## config.mk

```make
export PLATFORM = sky130hd
export DESIGN_NAME = anc_pkt_extractor
export DESIGN_NICKNAME = d
export VERILOG_FILES = /design/src/rtl/anc_pkg.sv /design/src/rtl/anc_parse_fsm.sv /design/src/rtl/anc_delay_line.sv /design/src/rtl/anc_pkt_extractor.sv
export SDC_FILE = /design/constraint.sdc
export NUM_CORES = 1
export LEC_CHECK = 0
export ABC_AREA = 0
export BUFFER_PORTS_ARGS = -buffer_cell sky130_fd_sc_hd__clkbuf_2
export CAP_MARGIN = 20
export CELL_PAD_IN_SITES_DETAIL_PLACEMENT = 1
export CELL_PAD_IN_SITES_GLOBAL_PLACEMENT = 2
export CORE_MARGIN = 4
export CORE_UTILIZATION = 36
export DETAILED_ROUTE_END_ITERATION = 16
export PLACE_DENSITY_LB_ADDON = 0.1
export SYNTH_ARGS = -nofsm -noshare
export SYNTH_HDL_FRONTEND = slang
export SYNTH_SLANG_ARGS = --single-unit
```

## constraint.sdc

```tcl
create_clock -name clk -period 2.4 [get_ports clk]
set_input_delay 0 -clock clk [delete_from_list [all_inputs] [get_ports clk]]
set_output_delay 0 -clock clk [all_outputs]
set_load 0.03 [all_outputs]
```

## src/rtl/anc_pkg.sv

```systemverilog
package anc_pkg;

    typedef enum logic [2:0] {
        S_HUNT,
        S_DID,
        S_SDID,
        S_DC,
        S_UDW,
        S_CS
    } parse_st_t;

    localparam logic [9:0] MARK_LO = 10'h000;
    localparam logic [9:0] MARK_HI = 10'h3FF;

endpackage

```

## src/rtl/anc_parse_fsm.sv

```systemverilog
module anc_parse_fsm
    import anc_pkg::*;
#(
    parameter int WORD_W = 10,
    parameter int ID_W   = 8
) (
    input  logic              clk,
    input  logic              rst_n,
    input  logic [WORD_W-1:0] word,
    input  logic              remove_en,
    input  logic [ID_W-1:0]   id_a,
    input  logic [ID_W-1:0]   id_b,
    input  logic [ID_W-1:0]   id_c,
    input  logic              err_clr,
    output logic [WORD_W-2:0] pkt_data,
    output logic              pkt_valid,
    output logic              csum_err,
    output logic              kill_cur,
    output logic              retro
);
    localparam int PAY_W = WORD_W - 1;
    localparam int CNT_W = WORD_W - 2;

    parse_st_t         st, st_nx;
    logic [WORD_W-1:0] hist1, hist0;
    logic [PAY_W-1:0]  sum_q;
    logic [CNT_W-1:0]  cnt_q;
    logic              sel_q, sel_rm_q;
    logic              hit, flag_done, body;

    assign flag_done = (hist1 == MARK_LO) && (hist0 == MARK_HI) && (word == MARK_HI);
    assign hit = (word[ID_W-1:0] == id_a) || (word[ID_W-1:0] == id_b) ||
                 (word[ID_W-1:0] == id_c);
    assign body = (st == S_SDID) || (st == S_DC) || (st == S_UDW);

    // state register
    always_ff @(posedge clk or negedge rst_n) begin
        if (!rst_n) st <= S_HUNT;
        else        st <= st_nx;
    end

    // next state
    always_comb begin
        st_nx = st;
        unique case (st)
            S_HUNT: if (flag_done) st_nx = S_DID;
            S_DID:  st_nx = S_SDID;
            S_SDID: st_nx = S_DC;
            S_DC:   st_nx = (word[CNT_W-1:0] == '0) ? S_CS : S_UDW;
            S_UDW:  if (cnt_q == CNT_W'(1)) st_nx = S_CS;
            S_CS:   st_nx = S_HUNT;
            default: st_nx = S_HUNT;
        endcase
    end

    // outputs towards the delay line
    always_comb begin
        retro    = 1'b0;
        kill_cur = 1'b0;
        unique case (st)
            S_HUNT: kill_cur = 1'b0;
            S_DID: begin
                retro    = hit && remove_en;
                kill_cur = hit && remove_en;
            end
            S_SDID, S_DC, S_UDW, S_CS: kill_cur = sel_rm_q;
            default: kill_cur = 1'b0;
        endcase
    end

    // header datapath, export and checksum flag
    always_ff @(posedge clk or negedge rst_n) begin
        if (!rst_n) begin
            hist1     <= '0;
            hist0     <= '0;
            sum_q     <= '0;
            cnt_q     <= '0;
            sel_q     <= 1'b0;
            sel_rm_q  <= 1'b0;
            pkt_data  <= '0;
            pkt_valid <= 1'b0;
            csum_err  <= 1'b0;
        end else begin
            hist1     <= hist0;
            hist0     <= word;
            pkt_valid <= sel_q && body;
            pkt_data  <= word[PAY_W-1:0];
            if (st == S_DID) begin
                sel_q    <= hit;
                sel_rm_q <= hit && remove_en;
                sum_q    <= word[PAY_W-1:0];
            end
            if (body) sum_q <= sum_q + word[PAY_W-1:0];
            if (st == S_DC)  cnt_q <= word[CNT_W-1:0];
            if (st == S_UDW) cnt_q <= cnt_q - CNT_W'(1);
            if (st == S_CS && sel_q && (word[PAY_W-1:0] != sum_q)) csum_err <= 1'b1;
            else if (err_clr)                                      csum_err <= 1'b0;
        end
    end

endmodule

```

## src/rtl/anc_delay_line.sv

```systemverilog
module anc_delay_line #(
    parameter int WORD_W   = 10,
    parameter int LAT      = 4,
    parameter int FLAG_LEN = 3
) (
    input  logic              clk,
    input  logic              rst_n,
    input  logic [WORD_W-1:0] word_in,
    input  logic              kill_in,
    input  logic              retro,
    input  logic              ph_in,
    output logic [WORD_W-1:0] word_out,
    output logic              kill_out,
    output logic              ph_out
);
    logic [WORD_W-1:0] data_q [LAT];
    logic [LAT-1:0]    kill_q;
    logic [LAT-1:0]    ph_q;

    always_ff @(posedge clk or negedge rst_n) begin
        if (!rst_n) begin
            data_q[0] <= '0;
            kill_q[0] <= 1'b0;
            ph_q[0]   <= 1'b0;
        end else begin
            data_q[0] <= word_in;
            kill_q[0] <= kill_in;
            ph_q[0]   <= ph_in;
        end
    end

    for (genvar i = 1; i < LAT; i++) begin : g_stage
        localparam bit TAP = (i <= FLAG_LEN);
        always_ff @(posedge clk or negedge rst_n) begin
            if (!rst_n) begin
                data_q[i] <= '0;
                kill_q[i] <= 1'b0;
                ph_q[i]   <= 1'b0;
            end else begin
                data_q[i] <= data_q[i-1];
                kill_q[i] <= kill_q[i-1] | (TAP & retro);
                ph_q[i]   <= ph_q[i-1];
            end
        end
    end

    assign word_out = data_q[LAT-1];
    assign kill_out = kill_q[LAT-1];
    assign ph_out   = ph_q[LAT-1];

endmodule

```

## src/rtl/anc_pkt_extractor.sv

```systemverilog
module anc_pkt_extractor #(
    parameter int         WORD_W  = 10,
    parameter int         ID_W    = 8,
    parameter int         LAT     = 4,
    parameter logic [9:0] BLANK_C = 10'h200,
    parameter logic [9:0] BLANK_Y = 10'h040
) (
    input  logic              clk,
    input  logic              rst_n,
    input  logic [WORD_W-1:0] vid_in,
    input  logic              remove_en,
    input  logic [ID_W-1:0]   id_audio,
    input  logic [ID_W-1:0]   id_ext_audio,
    input  logic [ID_W-1:0]   id_arbitrary,
    input  logic              err_clr,
    output logic [WORD_W-1:0] vid_out,
    output logic [WORD_W-2:0] pkt_data,
    output logic              pkt_valid,
    output logic              csum_err
);
    localparam int FLAG_LEN = 3;

    logic              kill_cur, retro, ph_q;
    logic [WORD_W-1:0] dly_word;
    logic              dly_kill, dly_ph;

    always_ff @(posedge clk or negedge rst_n) begin
        if (!rst_n) ph_q <= 1'b0;
        else        ph_q <= ~ph_q;
    end

    anc_parse_fsm #(.WORD_W(WORD_W), .ID_W(ID_W)) u_fsm (
        .clk(clk), .rst_n(rst_n), .word(vid_in), .remove_en(remove_en),
        .id_a(id_audio), .id_b(id_ext_audio), .id_c(id_arbitrary),
        .err_clr(err_clr), .pkt_data(pkt_data), .pkt_valid(pkt_valid),
        .csum_err(csum_err), .kill_cur(kill_cur), .retro(retro)
    );

    anc_delay_line #(.WORD_W(WORD_W), .LAT(LAT), .FLAG_LEN(FLAG_LEN)) u_dly (
        .clk(clk), .rst_n(rst_n), .word_in(vid_in), .kill_in(kill_cur),
        .retro(retro), .ph_in(ph_q), .word_out(dly_word),
        .kill_out(dly_kill), .ph_out(dly_ph)
    );

    assign vid_out = dly_kill ? (dly_ph ? WORD_W'(BLANK_Y) : WORD_W'(BLANK_C)) : dly_word;

endmodule

```

==> Word-level counts from Yosys, hierarchy flattened <==
Cells that the tools add are included.
{ "op_classes": {"reduce_logical": 18, "eq_ne": 14, "mux": 14, "n_addsub": 2, "bitwise": 4} }
{ "op_table": {"columns": ["op", "count"], "rows": [
  ["$eq A8 B8 Y1", 3],
  ["$eq A10 B10 Y1 const B", 2],
  ["$mux W10", 2],
  ["$mux W9", 2],
  ["$mux W8", 2],
  ["$pmux W3 S5", 1],
  ["$logic_not A10 Y1", 1],
  ["$add A9 B9 Y9", 1],
  ["$ne A9 B9 Y1", 1],
  ["$eq A8 B1 Y1 const B", 1],
  ["$logic_not A8 Y1", 1],
  ["$sub A8 B1 Y8 const B", 1],
  ["$eq A3 B2 Y1 const B", 2],
  ["$eq A3 B3 Y1 const B", 2],
  ["$logic_and A1 B1 Y1", 6],
  ["$mux W3", 2],
  ["$reduce_bool A2 Y1", 3],
  ["$logic_or A1 B1 Y1", 4],
  ["$mux W1", 4],
  ["$reduce_or A4 Y1", 1],
  ["$eq A3 B1 Y1 const B", 1],
  ["$logic_not A3 Y1", 1],
  ["$or A1 B1 Y1", 3],
  ["$ne A2 B1 Y1 const B", 1],
  ["other kinds (4)", 4]
]} }
{ "word_totals": {"out_inout_bits": 21, "input_bits": 38, "word_cells": 73, "reg_bits": 82} }

==> Logic depth before layout (Yosys ltp) <==
Gate-level depths: netlist (run 1).
{ "logic_depth": {"word_depth": 6, "depth_mapped": 7, "mapped_depth_nobuf": 7} }

==> Cells and area by module <==
From an unflattened synthesis (run 1), not the netlist that was laid out.
{ "unflattened": {"hier_cells": 336, "area_unflattened_um2": 4013.8} }
{ "modules_own_cells": {"columns": ["module", "seq_area_each_um2", "area_each_um2", "n_inst", "cells_each"], "rows": [
  ["anc_parse_fsm", 1101.1, 2580.0, 1, 261],
  ["anc_delay_line", 1201.2, 1295.0, 1, 61],
  ["anc_pkt_extractor", 25.0, 138.9, 1, 14]
]} }

==> Worst setup path before layout (run 1) <==
Ideal clock, no wire load.
{ "synth_path": {"path_type": "reg2reg", "start": "register u_fsm.sum_q[0]", "end": "register u_fsm.sum_q[8]", "slack_ps": 298, "arrival_time_ps": 2031, "n_path_buf": 0, "setup_ps": 71, "period_less_slack_ps": 2102, "stages_incl_launch_ff": 8, "t_required_ps": 2329, "path_cell_list": "dfrtp_1 ha_1 fa_1 a211oi_1 o211ai_1 and2_1 or4_1 nand4_1"} }
{ "synth_between": {"elab_chain_cells": 2} }
{ "synth_rtl": {"columns": ["element", "line_no", "source"], "rows": [
  ["from (decl)", "anc_parse_fsm.sv:26", "logic [PAY_W-1:0] sum_q;"],
  ["from (signal assigned)", "anc_parse_fsm.sv:91", "sum_q <= word[PAY_W-1:0];"],
  ["from (signal assigned)", "anc_parse_fsm.sv:93", "if (body) sum_q <= sum_q + word[PAY_W-1:0];"],
  ["$add A9 B9 Y9", "anc_parse_fsm.sv:93", null],
  ["$mux W9", "anc_parse_fsm.sv:93", null]
]} }
Every way passes these cells.
A chain may end at the register's enable or synchronous reset.

==> Final worst setup path (run 1) <==
Ends and elaborated chain as after synthesis.

==> results of run 1 <==
## what timing repair did
action                                 4_1_cts  5_1_grt
hold buffers                                11        0
endpoints found under the hold margin       34        0
setup endpoints to repair                    0        1
gates resized for setup                      0        1
## final cells by class
class                   instances  area share, %
flip-flops and latches         73           45.1
multi-input cells             194           34.1
repair buffers                 77           11.7
well taps                     111           3.43
clock buffers                   9           3.06
clock inverters                 7           1.76
inverters                       9          0.835
## metrics by stage
stage          utilization, %  total power [mW]
2_1_floorplan               -              2.57
3_3_place_gp             40.6              2.90
3_5_place_dp             40.6              2.93
4_1_cts                  44.0              3.90
5_1_grt                  44.0              4.17
6_report                 44.0              3.84
## critical path, cell delays in order (launching register included)
cell and delay (ns):
dfrtp_1 0.39, ha_1 0.22, fa_1 0.45, a211oi_2 0.26
o211ai_1 0.14, and2_1 0.18, or4_1 0.40, nand4_1 0.10
## routing by layer
| metal | track usage, % | routed length (µm) |
|---|---|---|
| met5 | 0 | 0 |
| met4 | 4.87 | 95 |
| met3 | 2.90 | 233 |
| met2 | 26.4 | 4070 |
| met1 | 20.9 | 3650 |
## final timing paths
check                                 startpoint                end
worst max-delay path              u_fsm.sum_q[0]     u_fsm.sum_q[8]
worst min-delay path                   vid_in[4]   u_dly.data_q[34]
worst max register to register    u_fsm.sum_q[0]     u_fsm.sum_q[8]
worst min register to register  u_dly.data_q[15]  u_dly.word_out[5]
max in group asynchronous                  rst_n     u_fsm.cnt_q[4]
min in group asynchronous                  rst_n       u_dly.ph_out
## power by group through the flow
stage               combinational, mW  sequential, mW  clock [mW]
floorplan                        1.03            1.54           0
global placement                 1.31            1.59           0
detailed placement               1.33            1.60           0
CTS                              1.35            1.58       0.972
global route                     1.54            1.61        1.03
finish                           1.33            1.58       0.929
## cell families (layout without fill, tap and decap cells)
family,after synthesis,after routing,share of synthesized area [%]
fa+ha+maj,11,11,4.28
xor+xnor,32,32,8.27
simple gates,90,90,15.2
mux,7,7,2.18
buf+inv,34,102,5.57
compound gates,54,54,10.6
flops,73,73,53.9
## registers in the layout, summed over array words and instances, names as in the netlist, 3 cells and up
register	flops
u_dly.data_q	20
u_dly.kill_q	3
u_dly.ph_q	3
u_dly.word_out	10
u_fsm.cnt_q	8
u_fsm.hist1	10
u_fsm.st	3
u_fsm.sum_q	9
## cell usage in the layout, fill, tap and decap left out, types with 3 or more instances in the layout
master         count
a211oi_1           3
a21o_1             3
a21oi_1            9
a22oi_1            4
buf_4              7
clkbuf_2          57
clkbuf_8           9
dfrtp_1           73
dlygate4sd3_1     11
ha_1              10
inv_1              8
inv_6              3
mux2_2             3
mux2i_1            4
nand2_1           18
nand3_1            3
nand4_1            6
nand4b_1           5
nor2_1            17
nor2b_1            9
nor4_1            11
o211ai_1           4
o21ai_0           13
or2_2              3
xor2_1            30
==> run summary, run 1 <==
status: complete, no violations
yosys warns: 0
Synth Cell Area: 3390 µm²
WHS: 0.00888 ns
Final setup viols: 0
grt total ovfl: 0
worst hold path stage count: 1
Synth area leaders: dfrtp_1 54%, xor2_1 7.7%, ha_1 3.7%
post-route cell area: 4050 µm²
Combinational Power Share: 34.7%
# IOs: 59
worst IR drop on VDD: 388 µV
Worst Setup End Kind: register
Synth Instances: 301
CTS Buffer Depth: 2
Area growth, synth to finish: 19.4%
gr usage total: 15.8%
vias in the first global route: 2676
Internal: 2.41 mW
starting density of the core: 36.9%
Sum Neg Setup Slack: 0 ns
syn nets: 350
Sw Ratio: 37.3%
# DRC: 0
RSZ-0062 raised after global routing: false
TritonCTS buffer count: 9
most used flip-flop cell after synthesis: dfrtp_1
P_sw: 1.43 mW
final non-filler cell total: 480
WL final: 8060 µm
die height: 105 µm
DP Area: 3740 µm²
Tcrit/Tclk final: 92.1%
die width: 105 µm
sequential share of power: 41.1%
Setup Fix Bufs, Post-CTS: 0
depth of the CTS H-tree: 3
commonest cells in the synthesized netlist: 73 x dfrtp_1, 30 x xor2_1, 18 x nand2_1, 17 x nor2_1, 13 x o21ai_0
pin count of the biggest net entering global routing: 50
routed via count: 2430
crit start category: register
layout cell share with drive strength beyond 1: 25.5%
clock-pin slew on the worst setup and hold paths: 0.09 ns
Slew @ Worst Pin: 0.601 ns
Final Hold Fails: 0
CTS root buf: clkbuf_8
mean area per synthesized cell: 11.3 µm²
R2R setup slack: 0.19 ns
post-DR vias/cell: 5.06
Fin Clk Skew: 0.0113 ns
Pleak: 1.87 nW
sequential area share after synthesis: 53.9%
fin crit period: 2.21 ns
Cell variety after synth: 54
EDFF count, synth: 0
DP HPWL: 5900 µm
Filler cells: 1003
post-layout net count: 413
Placement Setup Slack: 0.148 ns
cell count after placement: 453
per-cell routed wire length: 16.8 µm
FMAX: 0.452 GHz
first-pass GRT wire length: 13700 µm
CTS tree: yes
initial DRC count: 79
Clk pwr share: 24.2%
CP max FO: 3
Tightest Hold Check Type: in -> reg
multi-input logic area: 1380 µm²
top-count cell post-synth: dfrtp_1
DRT Pass-1 Iters: 4
Cell Rows: 35
GPL Wtd Cong: 0.770
Slew Viols, Final: 0
PD cells: 949 nW/µm²
IO buf count: 58
worst reg2reg path depth: 7
MaxCap Viol Count: 0
Seq cells post-synth: 73
n_diodes: 0
worst skew pair latency: 0.34 ns
die area: 11000 µm²
Worst EP arrival: 2.49 ns
top cell type's share of synthesized area: 53.9%
Core ar.: 9200 µm²
Synth area leader: dfrtp_1
Final ANT Viol Nets: 0
WS Path Type: reg -> reg
relative slew slack: 60.0%
Seq. cell area: 1830 µm²
Clock Sink Count: 73
worst setup margin: 0.190 ns
initial antenna violation count: 0
WP data required: 2.68 ns
Synth async-reset ratio: 100%
(Power assumes the default switching activity.)
==> run 2: changes to the inputs <==
CORE_UTILIZATION = 39   (was 36)
SKIP_CTS_REPAIR_TIMING = 1   (was not set)
clock period = 2.7 ns   (was 2.4 ns; I/O delays follow)
==> run summary, run 2 (synthesis gave the netlist of run 1 again) <==
status: complete, no violations (unchanged)
WL final: 7900 µm (was 8060 µm)
die height: 101 µm (was 105 µm)
starting density of the core: 40.7% (was 36.9%)
layout cell share with drive strength beyond 1: 24.7% (was 25.5%)
Worst Setup End Kind: register (unchanged)
Slew Viols, Final: 0 (unchanged)
Fin Clk Skew: 0.0127 ns (was 0.0113 ns)
relative slew slack: 54.9% (was 60.0%)
MaxCap Viol Count: 0 (unchanged)
Clock Sink Count: 73 (unchanged)
post-layout net count: 409 (was 413)
CTS Buffer Depth: 2 (unchanged)
RSZ-0062 raised after global routing: false (unchanged)
grt total ovfl: 0 (unchanged)
n_diodes: 0 (unchanged)
PD cells: 875 nW/µm² (was 949 nW/µm²)
CP max FO: 9 (was 3)
clock-pin slew on the worst setup and hold paths: 0.09 ns (about the same)
Tcrit/Tclk final: 88.1%
Cell Rows: 33 (was 35)
Core ar.: 8340 µm² (was 9200 µm²)
FMAX: 0.420 GHz
worst skew pair latency: 0.33 ns (was 0.34 ns)
reg2reg start: u_fsm.sum_q[0] (unchanged)
initial antenna violation count: 0 (unchanged)
WHS: 0.00586 ns (was 0.00888 ns)
vias in the first global route: 2650 (was 2676)
max reg flops: 20 (unchanged)
worst IR drop on VDD: 352 µV (was 388 µV)
TritonCTS buffer count: 9 (unchanged)
Tightest Hold Check Type: in -> reg (unchanged)
gr usage total: 17.2% (was 15.8%)
most common cell after layout, fill and taps aside: dfrtp_1 (unchanged)
CTS root buf: clkbuf_8 (unchanged)
fin crit period: 2.38 ns
routed via count: 2437 (was 2430)
Seq. cell area: 1830 µm² (unchanged)
R2R setup slack: 0.44 ns (was 0.19 ns)
Filler cells: 952 (was 1003)
Worst EP arrival: 2.65 ns (was 2.49 ns)
DP HPWL: 5760 µm (was 5900 µm)
worst hold start: vid_in[2] (was vid_in[4])
first-pass GRT wire length: 13700 µm (about the same)
Sum Neg Setup Slack: 0 ns (unchanged)
Largest Register: u_dly.data_q (unchanged)
die area: 10200 µm² (was 11000 µm²)
final non-filler cell total: 470 (was 480)
# DRC: 0 (unchanged)
WP data required: 2.97 ns (was 2.68 ns)
Final setup viols: 0 (unchanged)
crit path launch: vid_in[0] (was u_fsm.sum_q[0])
GPL Wtd Cong: 0.760 (was 0.770)
# IOs: 59 (unchanged)
DRT Pass-1 Iters: 4 (unchanged)
Final ANT Viol Nets: 0 (unchanged)
per-cell routed wire length: 16.8 µm (about the same)
cell count after placement: 444 (was 453)
worst setup margin: 0.322 ns (was 0.190 ns)
Area growth, synth to finish: 18.5% (was 19.4%)
die width: 101 µm (was 105 µm)
CTS tree: yes (unchanged)
initial DRC count: 43 (was 79)
pin count of the biggest net entering global routing: 31 (was 50)
Slew @ Worst Pin: 0.676 ns (was 0.601 ns)
crit start category: input port (was register)
Placement Setup Slack: 0.442 ns (was 0.148 ns)
multi-input logic area: 1380 µm² (about the same)
post-DR vias/cell: 5.19 (was 5.06)
Final Hold Fails: 0 (unchanged)
most frequent cells in the layout: 73 x dfrtp_1, 57 x clkbuf_2, 30 x xor2_1 (unchanged)
Pleak: 1.85 nW (was 1.87 nW)
depth of the CTS H-tree: 3 (unchanged)
IO buf count: 58 (unchanged)
WS Path Type: in -> reg (was reg -> reg)
[run 2: final timing paths]
path	to	cells past startpoint
min reg2reg	u_dly.word_out[1]	0
min in group asynchronous	u_dly.data_q[36]	2
max	u_fsm.sum_q[8]	9
max in group asynchronous	u_dly.data_q[31]	3
max reg2reg	u_fsm.sum_q[8]	7
min	u_dly.data_q[32]	1
[run 2: worst max-delay path: stages]
cell,delay [ns]
dlygate4sd3_1,0.53
clkbuf_2,0.23
ha_1,0.30
fa_1,0.44
a211oi_1,0.32
o211ai_1,0.16
and2_1,0.18
or4_1,0.40
nand4_1,0.10
[run 2: power by group]
group	internal, mW	switching [mW]
clock	0.529	0.430
sequential	1.27	0.134
combinational	0.494	0.662
[run 2: per-stage QoR]
step | total power, mW | utilization, % | instance area, µm²
after floorplan | 2.29 | - | 3390
after global placement | 2.55 | 44.3 | 3690
after detailed placement | 2.57 | 44.3 | 3690
after CTS | 3.56 | 47.0 | 3920
after global routing | 3.80 | 48.2 | 4020
final | 3.52 | 48.2 | 4020
[run 2: cell type report]
type	instances	share of cell area, %
Clock buffer	9	3.08
Clock inverter	7	2.46
Inverter	9	0.841
Multi-Input combinational cell	194	34.2
Sequential cell	73	45.5
Tap cell	105	3.27
Timing Repair Buffer	73	10.7
[run 2: metal layers]
layer	wire, µm	up-vias	global-route usage [%]
li1	-	1167	-
met1	3610	1217	23.1
met2	3950	47	28.4
met3	267	6	3.03
met4	72	0	5.62
met5	0	-	0
==> run 3: changes to the inputs <==
CORE_UTILIZATION = 36   (was 39)
clock period = 2.6 ns   (was 2.7 ns; I/O delays follow)
==> run summary, run 3 (synthesis gave the netlist of run 1 again) <==
status: complete, no violations (unchanged)
CTS tree: yes (unchanged)
Slowest cell on crit path: fa_1 (was dlygate4sd3_1)
worst skew pair latency: 0.36 ns (was 0.33 ns)
starting density of the core: 36.9% (was 40.7%)
most frequent cells in the layout: 73 x dfrtp_1, 57 x clkbuf_2, 30 x xor2_1 (unchanged)
CP max stage delay: 0.43 ns (was 0.53 ns)
# IOs: 59 (unchanged)
Worst EP arrival: 2.56 ns (was 2.65 ns)
fin crit period: 2.28 ns
initial antenna violation count: 0 (unchanged)
Worst Setup End Kind: register (unchanged)
GPL Wtd Cong: 0.774 (was 0.760)
Final setup viols: 0 (unchanged)
Clock Sink Count: 73 (unchanged)
MaxCap Viol Count: 0 (unchanged)
CTS Buffer Depth: 2 (unchanged)
WHS: 0.0467 ns (was 0.00586 ns)
worst IR drop on VDD: 346 µV (was 352 µV)
first-pass GRT wire length: 13400 µm (was 13700 µm)
Largest Register: u_dly.data_q (unchanged)
grt total ovfl: 0 (unchanged)
post-DR vias/cell: 5.06 (was 5.19)
die width: 105 µm (was 101 µm)
crit path buf inv count: 0 (was 2)
FMAX: 0.439 GHz
Tcrit/Tclk final: 87.7%
worst-path cell chain: ha_1 > fa_1 > a211oi_1 > o211ai_1 > and2_1 > or4_1 > nand4_1 (was dlygate4sd3_1 > clkbuf_2 > ha_1 > fa_1 > a211oi_1 > o211ai_1 > and2_1 > or4_1 > nand4_1)
most common cell after layout, fill and taps aside: dfrtp_1 (unchanged)
WS Path Type: reg -> reg (was in -> reg)
Seq. cell area: 1830 µm² (unchanged)
layout cell share with drive strength beyond 1: 25.4% (was 24.7%)
Fin Clk Skew: 0.0124 ns (was 0.0127 ns)
depth of the CTS H-tree: 3 (unchanged)
total power: 3.69 mW (was 3.52 mW)
n_diodes: 0 (unchanged)
TritonCTS buffer count: 9 (unchanged)
post-layout net count: 414 (was 409)
Tightest Hold Check Type: in -> reg (unchanged)
# DRC: 0 (unchanged)
per-cell routed wire length: 16.9 µm (was 16.8 µm)
Final ANT Viol Nets: 0 (unchanged)
Slew @ Worst Pin: 0.603 ns (was 0.676 ns)
CTS root buf: clkbuf_8 (unchanged)
vias in the first global route: 2552 (was 2650)
IO buf count: 58 (unchanged)
multi-input logic area: 1380 µm² (unchanged)
routed via count: 2434 (was 2437)
Filler cells: 1039 (was 952)
clock-pin slew on the worst setup and hold paths: 0.09 ns (about the same)
crit start category: register (was input port)
die height: 105 µm (was 101 µm)
max reg flops: 20 (unchanged)
Final Hold Fails: 0 (unchanged)
pin count of the biggest net entering global routing: 28 (was 31)
PD cells: 907 nW/µm² (was 875 nW/µm²)
WP data required: 2.88 ns (was 2.97 ns)
gr usage total: 15.6% (was 17.2%)
DRT Pass-1 Iters: 4 (unchanged)
relative slew slack: 59.8% (was 54.9%)
Cell Rows: 35 (was 33)
die area: 11000 µm² (was 10200 µm²)
Area growth, synth to finish: 19.9% (was 18.5%)
Slew Viols, Final: 0 (unchanged)
initial DRC count: 49 (was 43)
CP max FO: 3 (was 9)
Sum Neg Setup Slack: 0 ns (unchanged)
Pleak: 1.88 nW (was 1.85 nW)
Crit path max-delay family: simple AND/OR/NAND/NOR gates (was buffers and inverters)
Core ar.: 9200 µm² (was 8340 µm²)
WL final: 8130 µm (was 7900 µm)
RSZ-0062 raised after global routing: false (unchanged)
DP HPWL: 5990 µm (was 5760 µm)
-- run 3: cell types whose count changed in the layout (fill, tap and decap cells not counted) --
| cell | before | now |
|---|---|---|
| buf_4 | 5 | 9 |
| clkinv_4 | 0 | 2 |
| clkinvlp_4 | 1 | 0 |
| dlygate4sd3_1 | 10 | 11 |
| inv_6 | 3 | 2 |
-- run 3: through the flow --
step,cells,setup WS [ns],util (%),instance area (µm²)
6_report,481,0.321,44.2,4070
3_3_place_gp,454,0.408,40.6,3730
5_1_grt,481,0.176,44.2,4070
3_5_place_dp,454,0.314,40.6,3730
4_1_cts,470,0.303,43.0,3960
2_1_floorplan,301,0.498,-,3390
-- run 3: path summary, 6_finish.rpt --
path	slack, ns	cells after the start	end	startpoint
min	0.05	3	u_fsm.sum_q[4]	vid_in[4]
max reg2reg	0.32	7	u_fsm.sum_q[8]	u_fsm.sum_q[0]
min in group asynchronous	0.18	2	u_fsm.sum_q[7]	rst_n
min reg2reg	0.35	0	u_dly.word_out[2]	u_dly.data_q[12]
max in group asynchronous	1.65	3	u_fsm.cnt_q[2]	rst_n
max	0.32	7	u_fsm.sum_q[8]	u_fsm.sum_q[0]
-- run 3: where the power goes --
group | leakage (nW) | switching [mW] | internal, mW
combinational | 0.897 | 0.701 | 0.528
sequential | 0.868 | 0.143 | 1.32
clock | 0.114 | 0.452 | 0.548
-- run 3: layout make-up --
class                      instances  area share, %
sequential                        73           44.9
inverter                           9          0.831
timing repair buffer              78           11.5
clock inverter                     7           2.46
clock buffer                       9           3.05
tap                              111           3.42
multi-input combinational        194           33.8
-- run 3: layer usage --
layer	global-route usage, %	share of wire (%)	vias up
met5	0	0	-
met4	5.44	1.2	0
met3	3.34	4.3	10
met2	25.5	49	50
met1	20.5	45	1198
li1	-	-	1176
-- run 3: tightest hold or removal path, cell delays in order --
cell      delay [ns]
clkbuf_2        0.19
a22oi_1         0.11
o21ai_0         0.07
